**src/rtl/addr_filter_pkg.sv**
```systemverilog
package addr_filter_pkg;
  localparam int ADDR_BYTES = 6;
  localparam int BYTE_W     = 8;
  localparam int CRC_W      = 32;
  localparam logic [CRC_W-1:0] CRC_POLY = 32'hEDB8_8320;
  localparam int HASH_BITS  = 64;
  localparam int HASH_IDX_W = $clog2(HASH_BITS);
  localparam int CFG_W      = 6;

  localparam int CFG_BCAST = 2;
  localparam int CFG_MCAST = 3;
  localparam int CFG_PROM  = 4;
  localparam int CFG_MON   = 5;

  typedef struct packed {
    logic valid;
    logic accept;
    logic group;
    logic store;
    logic missed;
  } decision_t;
endpackage

```
**src/rtl/af_crc_byte.sv**
```systemverilog
module af_crc_byte #(
  parameter int CRC_W  = 32,
  parameter int DATA_W = 8,
  parameter logic [CRC_W-1:0] POLY = 32'hEDB8_8320
) (
  input  logic [CRC_W-1:0]  crc_in,
  input  logic [DATA_W-1:0] data,
  output logic [CRC_W-1:0]  crc_out
);
  logic [CRC_W-1:0] stage [DATA_W+1];

  assign stage[0] = crc_in;

  genvar gi;
  generate
    for (gi = 0; gi < DATA_W; gi++) begin : g_bit
      logic fb;
      assign fb = stage[gi][0] ^ data[gi];
      assign stage[gi+1] = fb ? ((stage[gi] >> 1) ^ POLY) : (stage[gi] >> 1);
    end
  endgenerate

  assign crc_out = stage[DATA_W];
endmodule

```
**src/rtl/af_hash_lookup.sv**
```systemverilog
module af_hash_lookup #(
  parameter int TABLE_BITS = 64,
  localparam int IDX_W = $clog2(TABLE_BITS)
) (
  input  logic [IDX_W-1:0]      crc_low,
  input  logic [TABLE_BITS-1:0] table_bits,
  output logic [IDX_W-1:0]      index,
  output logic                  hit
);
  genvar gi;
  generate
    for (gi = 0; gi < IDX_W; gi++) begin : g_rev
      assign index[gi] = crc_low[IDX_W-1-gi];
    end
  endgenerate

  assign hit = table_bits[index];
endmodule

```
**src/rtl/af_addr_track.sv**
```systemverilog
module af_addr_track
  import addr_filter_pkg::*;
#(
  parameter int NBYTES = ADDR_BYTES,
  localparam int CNT_W = $clog2(NBYTES)
) (
  input  logic                     clk,
  input  logic                     rst_n,
  input  logic [NBYTES*BYTE_W-1:0] station,
  input  logic                     in_valid,
  input  logic                     in_first,
  input  logic [BYTE_W-1:0]        in_data,
  output logic                     done,
  output logic                     match_fin,
  output logic                     ones_fin,
  output logic                     group_fin,
  output logic [HASH_IDX_W-1:0]    crc_low_fin
);
  logic [BYTE_W-1:0] sta_b [NBYTES];

  genvar gi;
  generate
    for (gi = 0; gi < NBYTES; gi++) begin : g_sta
      assign sta_b[gi] = station[gi*BYTE_W +: BYTE_W];
    end
  endgenerate

  logic [CNT_W-1:0] cnt_q, cnt_d, idx;
  logic             active_q, active_d;
  logic [CRC_W-1:0] crc_q, crc_d, crc_src, crc_nx;
  logic             match_q, match_d, match_nx;
  logic             ones_q, ones_d, ones_nx;
  logic             group_q, group_d, group_nx;
  logic             take, last;

  af_crc_byte #(.CRC_W(CRC_W), .DATA_W(BYTE_W), .POLY(CRC_POLY)) u_crc (
    .crc_in (crc_src),
    .data   (in_data),
    .crc_out(crc_nx)
  );

  always_comb begin
    idx      = in_first ? '0 : cnt_q;
    take     = in_valid && (in_first || active_q);
    last     = take && (idx == CNT_W'(NBYTES-1));
    crc_src  = in_first ? '1 : crc_q;
    match_nx = (in_first ? 1'b1 : match_q) && (in_data == sta_b[idx]);
    ones_nx  = (in_first ? 1'b1 : ones_q) && (&in_data);
    group_nx = in_first ? in_data[0] : group_q;

    cnt_d    = cnt_q;
    active_d = active_q;
    crc_d    = crc_q;
    match_d  = match_q;
    ones_d   = ones_q;
    group_d  = group_q;
    if (take) begin
      cnt_d    = last ? '0 : idx + CNT_W'(1);
      active_d = !last;
      crc_d    = crc_nx;
      match_d  = match_nx;
      ones_d   = ones_nx;
      group_d  = group_nx;
    end
  end

  always_ff @(posedge clk or negedge rst_n) begin
    if (!rst_n) begin
      cnt_q    <= '0;
      active_q <= 1'b0;
      crc_q    <= '1;
      match_q  <= 1'b0;
      ones_q   <= 1'b0;
      group_q  <= 1'b0;
    end else if (take) begin
      cnt_q    <= cnt_d;
      active_q <= active_d;
      crc_q    <= crc_d;
      match_q  <= match_d;
      ones_q   <= ones_d;
      group_q  <= group_d;
    end
  end

  assign done        = last;
  assign match_fin   = match_nx;
  assign ones_fin    = ones_nx;
  assign group_fin   = group_nx;
  assign crc_low_fin = crc_nx[HASH_IDX_W-1:0];

  // the byte counter never leaves the address range
  a_r9_cnt_range: assert property (@(posedge clk) disable iff (!rst_n)
    cnt_q < CNT_W'(NBYTES));

  // a completed address leaves the tracker idle and rewound
  a_r9_idle_after_last: assert property (@(posedge clk) disable iff (!rst_n)
    last |=> (!active_q && cnt_q == '0));
endmodule

```
**src/rtl/addr_filter.sv**
```systemverilog
module addr_filter
  import addr_filter_pkg::*;
(
  input  logic                         clk,
  input  logic                         rst_n,
  input  logic [CFG_W-1:0]             rx_cfg,
  input  logic [ADDR_BYTES*BYTE_W-1:0] station_addr,
  input  logic [HASH_BITS-1:0]         hash_table,
  input  logic                         in_valid,
  input  logic                         in_first,
  input  logic [BYTE_W-1:0]            in_data,
  output logic                         dec_valid,
  output logic                         dec_accept,
  output logic                         dec_group,
  output logic                         dec_store,
  output logic                         dec_missed
);
  logic [1:0] rst_sync_q;
  logic       rst_int_n;

  always_ff @(posedge clk or negedge rst_n) begin
    if (!rst_n) rst_sync_q <= 2'b00;
    else        rst_sync_q <= {rst_sync_q[0], 1'b1};
  end
  assign rst_int_n = rst_sync_q[1];

  logic                  done, match_fin, ones_fin, group_fin;
  logic [HASH_IDX_W-1:0] crc_low, hash_idx;
  logic                  hash_hit;

  af_addr_track #(.NBYTES(ADDR_BYTES)) u_track (
    .clk        (clk),
    .rst_n      (rst_int_n),
    .station    (station_addr),
    .in_valid   (in_valid),
    .in_first   (in_first),
    .in_data    (in_data),
    .done       (done),
    .match_fin  (match_fin),
    .ones_fin   (ones_fin),
    .group_fin  (group_fin),
    .crc_low_fin(crc_low)
  );

  af_hash_lookup #(.TABLE_BITS(HASH_BITS)) u_hash (
    .crc_low   (crc_low),
    .table_bits(hash_table),
    .index     (hash_idx),
    .hit       (hash_hit)
  );

  logic unused_cfg_bits;
  logic unused_hash_idx;
  assign unused_cfg_bits = ^rx_cfg[1:0];
  assign unused_hash_idx = ^hash_idx;

  decision_t dec_q, dec_d;
  logic      accept_nx;

  always_comb begin
    if (rx_cfg[CFG_PROM])
      accept_nx = 1'b1;
    else if (ones_fin)
      accept_nx = rx_cfg[CFG_BCAST];
    else if (group_fin)
      accept_nx = rx_cfg[CFG_MCAST] && hash_hit;
    else
      accept_nx = match_fin;

    dec_d = '0;
    if (done) begin
      dec_d.valid  = 1'b1;
      dec_d.accept = accept_nx;
      dec_d.group  = group_fin;
      dec_d.store  = accept_nx && !rx_cfg[CFG_MON];
      dec_d.missed = accept_nx && rx_cfg[CFG_MON];
    end
  end

  always_ff @(posedge clk or negedge rst_int_n) begin
    if (!rst_int_n) dec_q <= '0;
    else            dec_q <= dec_d;
  end

  assign dec_valid  = dec_q.valid;
  assign dec_accept = dec_q.accept;
  assign dec_group  = dec_q.group;
  assign dec_store  = dec_q.store;
  assign dec_missed = dec_q.missed;

  // decision pulse lasts a single cycle
  a_r1_single_pulse: assert property (@(posedge clk) disable iff (!rst_int_n)
    dec_valid |=> !dec_valid);

  // decision follows the last address byte
  a_r1_follows_done: assert property (@(posedge clk) disable iff (!rst_int_n)
    done |=> dec_valid);

  // no verdict outside the pulse
  a_r10_quiet: assert property (@(posedge clk) disable iff (!rst_int_n)
    !dec_valid |-> !(dec_accept || dec_group || dec_store || dec_missed));

  // store and missed never together, each implies accept
  a_r7_exclusive: assert property (@(posedge clk) disable iff (!rst_int_n)
    !(dec_store && dec_missed) && ((dec_store || dec_missed) == dec_accept));

  // promiscuous on the last byte forces acceptance
  a_r5_prom: assert property (@(posedge clk) disable iff (!rst_int_n)
    (done && rx_cfg[CFG_PROM]) |=> dec_accept);
endmodule

```
**config.mk**
```make
export PLATFORM = sky130hd
export DESIGN_NAME = addr_filter
export DESIGN_NICKNAME = d
export VERILOG_FILES = /design/src/rtl/addr_filter_pkg.sv /design/src/rtl/af_crc_byte.sv /design/src/rtl/af_hash_lookup.sv /design/src/rtl/af_addr_track.sv /design/src/rtl/addr_filter.sv
export SDC_FILE = /design/constraint.sdc
export NUM_CORES = 1
export LEC_CHECK = 0
export BUFFER_PORTS_ARGS = -buffer_cell sky130_fd_sc_hd__buf_2
export CELL_PAD_IN_SITES_DETAIL_PLACEMENT = 0
export CELL_PAD_IN_SITES_GLOBAL_PLACEMENT = 2
export CORE_MARGIN = 3
export CORE_UTILIZATION = 30
export CTS_CLUSTER_SIZE = 14
export DETAILED_ROUTE_END_ITERATION = 6
export HOLD_SLACK_MARGIN = 0.1
export PLACE_DENSITY = 0.81
export SYNTH_ARGS = -nofsm -noshare
export SYNTH_HDL_FRONTEND = slang
export SYNTH_SLANG_ARGS = --single-unit
```
**constraint.sdc**
```tcl
create_clock -name clk -period 1.76 [get_ports clk]
set_clock_uncertainty 0.2 [all_clocks]
set_input_delay 0.176 -clock clk [delete_from_list [all_inputs] [get_ports clk]]
set_output_delay 0.176 -clock clk [all_outputs]
set_load 0.01 [all_outputs]
```
==> reports/results.env <==
FINISH.INSTANCE_AREA_MM2=0.00709
INITIALDRTVIOLATIONCOUNT=214
MAPPEDNETLISTNETS=628
CLOCK_LATENCY_PS=290
FIRST_PASS_GRT_WIRE_LENGTH_UM=23900
WORST_PATH_DOMINANT_CELL_FAMILY='simple AND/OR/NAND/NOR gates'
CLKTRANSATPATHREGS_PS=70
DIE_WIDTH_UM=125
DRV_CAP=0
FINALHOLDVIOLATIONS=0
YS_SEQ_ELEMENTS=46
RUN_STATUS='finished with violations'
AREA.GROWTH.SYNTH_TO_FINAL_PCT=68.0
PLACEMENT.IO_BUFFERS=132
INITIAL_UTILIZATION_PCT=31.2
NUMCLOCKSINKS=46
MAX_SLEW.WORST_PIN.SLEW_PS=528
TIMING.SETUP.CRITICAL_PATH_CLASS='reg -> reg'
DPL.HPWL_UM=11400
GP_CONGESTION=0.844
MAPPED_CELL_AREA_MM2=0.00422
CLOCKPOWERSHARE_PCT=8.5
INTERNAL-POWER_uW=7810
PLACE_AREA_MM2=0.00612
CELLS_AFTER_SYNTH=496
FRACTION_OF_FINAL_LAYOUT_CELLS_WITH_DRIVE_STRENGTH_GREATER_THAN_1_PCT=57.4
YOSYS_MOST_USED_DFF='sky130_fd_sc_hd__dfstp_2'
FINALWORSTPATHREQUIREDPERIOD_PS=3160
FLOORPLAN.DIE_AREA_MM2=0.0155
SYNTHESIS.AREA_PER_INSTANCE_UM2=8.51
SEQPWRFRAC_PCT=15.6
FINALSETUPVIOLATIONS=32
CRITPATHREQUIREDTIME_PS=1730
GRT_PASS1_VIAS=4844
ROWS=42
POWER.IR.VDD_WORST_mV=0.827
FINAL.PERIOD_UTILIZATION_PCT=180
DESIGN.FINAL.NETS=861
CLOCK_TREE_FROM_TRITONCTS='built'
WORST_HOLD_PATH_TYPE='in -> reg'
ROUTE.ANTENNA.REMAINING_NETS=0
RSZ_0062_RAISED_AFTER_GLOBAL_ROUTING='true'
SYNTHDISTINCTLIBCELLS=59
YS_ASYNC_SR_FRACTION_PCT=100
DRT-WIRELENGTH-PER-CELL_UM=16.3
GRT_MAX_DEGREE=40
ANTENNA_FOUND_INITIAL=0
FLOORPLAN.CORE_AREA_MM2=0.0135
SYNTH_WARNINGS=0
CP_DATA_ARRIVAL_TIME_PS=3130
POWER.SHARE.SWITCHING_PCT=39.8
INSERTEDDIODECOUNT=0
CRIT_PATH_START_KIND='flop'
WORST_SLACK_PS=-1400
DIE_H_UM=125
COMBINATIONALPOWERSHARE_PCT=75.9
POWER_PER_CELL_AREA_mW_PER_MM2=1830
MAX-SLEW-MARGIN-REL_PCT=64.5
GRT_USE_TOTAL_PCT=18.5
END_KIND='flop'
WORST_PATH_MOST_REPEATED_CELL='sky130_fd_sc_hd__buf_4'
CP_CELL_SEQUENCE='xor3_2 > or3_4 > buf_4 > o211ai_1 > nand4_1 > buf_4 > o22ai_2 > nor4_1 > o311ai_1 > buf_4 > a21oi_1'
ROOT_BUFFER='sky130_fd_sc_hd__clkbuf_16'
DPL_WORST_SLACK_PS=-1400
TOTALWIRELENGTH_UM=14700
PATH_MAX_FANOUT=4
DRV_SLEW=0
POST_DRT_VIA_CELL_RATIO=4.92
POWER_LEAKAGE_uW=0.00311
SW_POWER_uW=5170
BOUNDARYPINS=135
GR-TOTAL-OVERFLOW=0
NUMBER_OF_ENABLE_TYPE_REGISTER_CELLS_IN_THE_SYNTHESIZED_NETLIST=0
DRTPASS1ITERATIONS=4
CTS-BUFFERS-INSERTED=5
ROUTE.DETAILED.DRC=0
SEQ_AREA_FRAC_SYNTH_PCT=28.2
SLOWEST_STAGE='sky130_fd_sc_hd__dfstp_2'
VIOLATIONS='negative setup slack'
MAX_FREQ_MHz=316
CTS_MAX_PATH_BUFFERS=2
CRITICAL_PATH.N_BUFFERS_INVERTERS=3
NUM_VIAS=4457
CLOCK_TREE.HTREE_LEVEL_COUNT=2
CP_SLOWEST_STAGE_DELAY_PS=530
## routing by layer
metal  share of wire [%]  track usage (%)  up-vias
met5                   0                0        -
met2                  54             35.1      122
met1                  41             22.2     2126
li1                    -                -     2197
met3                 4.1             2.57       12
met4                0.96             3.29        0
## metrics by stage
stage          std cells  TNS (ps)  hold WS (ps)  power, uW  utilization [%]
2_1_floorplan        496     -7850          -320       7520                -
3_3_place_gp         871    -14430          -240       9840             45.3
3_5_place_dp         871    -16120          -238      10000             45.3
4_1_cts              898    -13810           127      12300             50.5
5_1_grt              906    -18880           155      13800             52.5
6_report             906    -15850           129      13000             52.5
## final timing paths
path                                   from                 to  slack, ps  depth (start not counted)
setup reg to reg           u_track.crc_q[2]          dec_store      -1400                         11
hold / removal                    rx_cfg[4]         dec_accept        130                          5
min in group asynchronous     rst_sync_q[1]  u_track.crc_q[23]        290                          0
hold reg to reg               rst_sync_q[0]      rst_sync_q[1]        160                          0
setup / recovery           u_track.crc_q[2]          dec_store      -1400                         11
max in group asynchronous     rst_sync_q[1]          dec_valid        550                          1
## layout make-up
cell class,instances,area [um^2]
Sequential cell,46,1190
Tap cell,176,220
Inverter,9,33.8
Timing Repair Buffer,259,1840
Fill cell,1225,6420
Clock buffer,6,129
Multi-Input combinational cell,408,3630
Clock inverter,2,37.5
## synth_stat cells, drive strengths merged, types with 2 or more instances
master	instances	share of area [%]
nor2	40	3.6
nor3b	4	0.71
dfrtp	14	8.3
a21oi	11	1.3
a31oi	3	0.44
dfstp	32	20
o21ai	46	5.5
o21a	3	0.53
or3	4	0.59
nand3	6	0.71
mux4	5	2.7
nand2	66	5.9
xnor2	72	16
mux2	16	4.3
nand4	6	0.89
a22oi	2	0.36
mux2i	21	5.0
nor4	4	0.59
a21o	2	0.36
buf	18	2.3
a2111oi	2	0.42
o31ai	3	0.53
ha	2	0.59
xor2	18	4.2
o211ai	7	1.2
nor3	9	1.1
nand3b	4	0.71
o22ai	7	1.0
nand2b	6	0.89
clkbuf	15	1.3
a211oi	12	2.3
and2	3	0.44
a21boi	7	1.2
nor2b	4	0.59
inv	9	0.80
## power groups by stage
stage               clock network [uW]  logic (uW)  registers, uW
floorplan                            0        5570           1950
global placement                     0        7840           2000
detailed placement                   0        8000           2010
CTS                               1110        9200           2010
global route                      1160       10600           2070
finish                            1100        9850           2030
## worst register-to-register path: stages (launching register included)
cell,delay (ps)
sky130_fd_sc_hd__dfstp_2,530
sky130_fd_sc_hd__xor3_2,480
sky130_fd_sc_hd__or3_4,380
sky130_fd_sc_hd__buf_4,150
sky130_fd_sc_hd__o211ai_1,140
sky130_fd_sc_hd__nand4_1,230
sky130_fd_sc_hd__buf_4,210
sky130_fd_sc_hd__o22ai_2,170
sky130_fd_sc_hd__nor4_1,70
sky130_fd_sc_hd__o311ai_1,270
sky130_fd_sc_hd__buf_4,160
sky130_fd_sc_hd__a21oi_1,50
## what timing repair did
action / CTS / global route
endpoints found under the setup margin: 36 / 38
pin swaps: 33 / 26
buffers inserted: 18 / 15
hold buffers: 4 / 0
endpoints found under the hold margin: 5 / 0
resized for setup: 84 / 51
## logic make-up after synthesis
group	after synthesis	synth area share, %
AOI/OAI and AO/OA	111	16.5
xor gates and xnor gates	92	20.8
adders and majority gates	2	0.593
buffers and inverters	42	4.39
DFF	46	28.2
muxes	42	11.9
other	1	0.0889
and+or+nand+nor	160	17.5
## state kept, by name, indices dropped and copies added (netlist names)
signal / cells
u_track.ones_q: 1
dec_group: 1
u_track.match_q: 1
u_track.crc_q: 32
rst_sync_q: 2
u_track.active_q: 1
dec_missed: 1
dec_valid: 1
u_track.cnt_q: 3
u_track.group_q: 1
dec_accept: 1
dec_store: 1
## cells in the final DEF (no fill, tap or decap), types with 6 or more instances in the layout
cell and n:
sky130_fd_sc_hd__xnor2_4 10, sky130_fd_sc_hd__dfstp_2 32, sky130_fd_sc_hd__a211oi_1 8, sky130_fd_sc_hd__o21ai_1 26, sky130_fd_sc_hd__mux2_2 11, sky130_fd_sc_hd__xor2_1 7, sky130_fd_sc_hd__o211ai_1 7, sky130_fd_sc_hd__dfrtp_1 13
sky130_fd_sc_hd__buf_4 79, sky130_fd_sc_hd__buf_6 38, sky130_fd_sc_hd__o22ai_1 6, sky130_fd_sc_hd__o21ai_0 9, sky130_fd_sc_hd__nand4_1 6, sky130_fd_sc_hd__mux2i_1 20, sky130_fd_sc_hd__a21boi_0 6, sky130_fd_sc_hd__o21ai_2 10
sky130_fd_sc_hd__xnor2_1 38, sky130_fd_sc_hd__nand2_1 61, sky130_fd_sc_hd__inv_1 9, sky130_fd_sc_hd__xnor2_2 24, sky130_fd_sc_hd__xor2_2 7, sky130_fd_sc_hd__buf_12 6, sky130_fd_sc_hd__buf_2 132, sky130_fd_sc_hd__a21oi_1 10
sky130_fd_sc_hd__nor2_1 30, sky130_fd_sc_hd__nor2_2 6
Power figures use the tool's default switching activity.
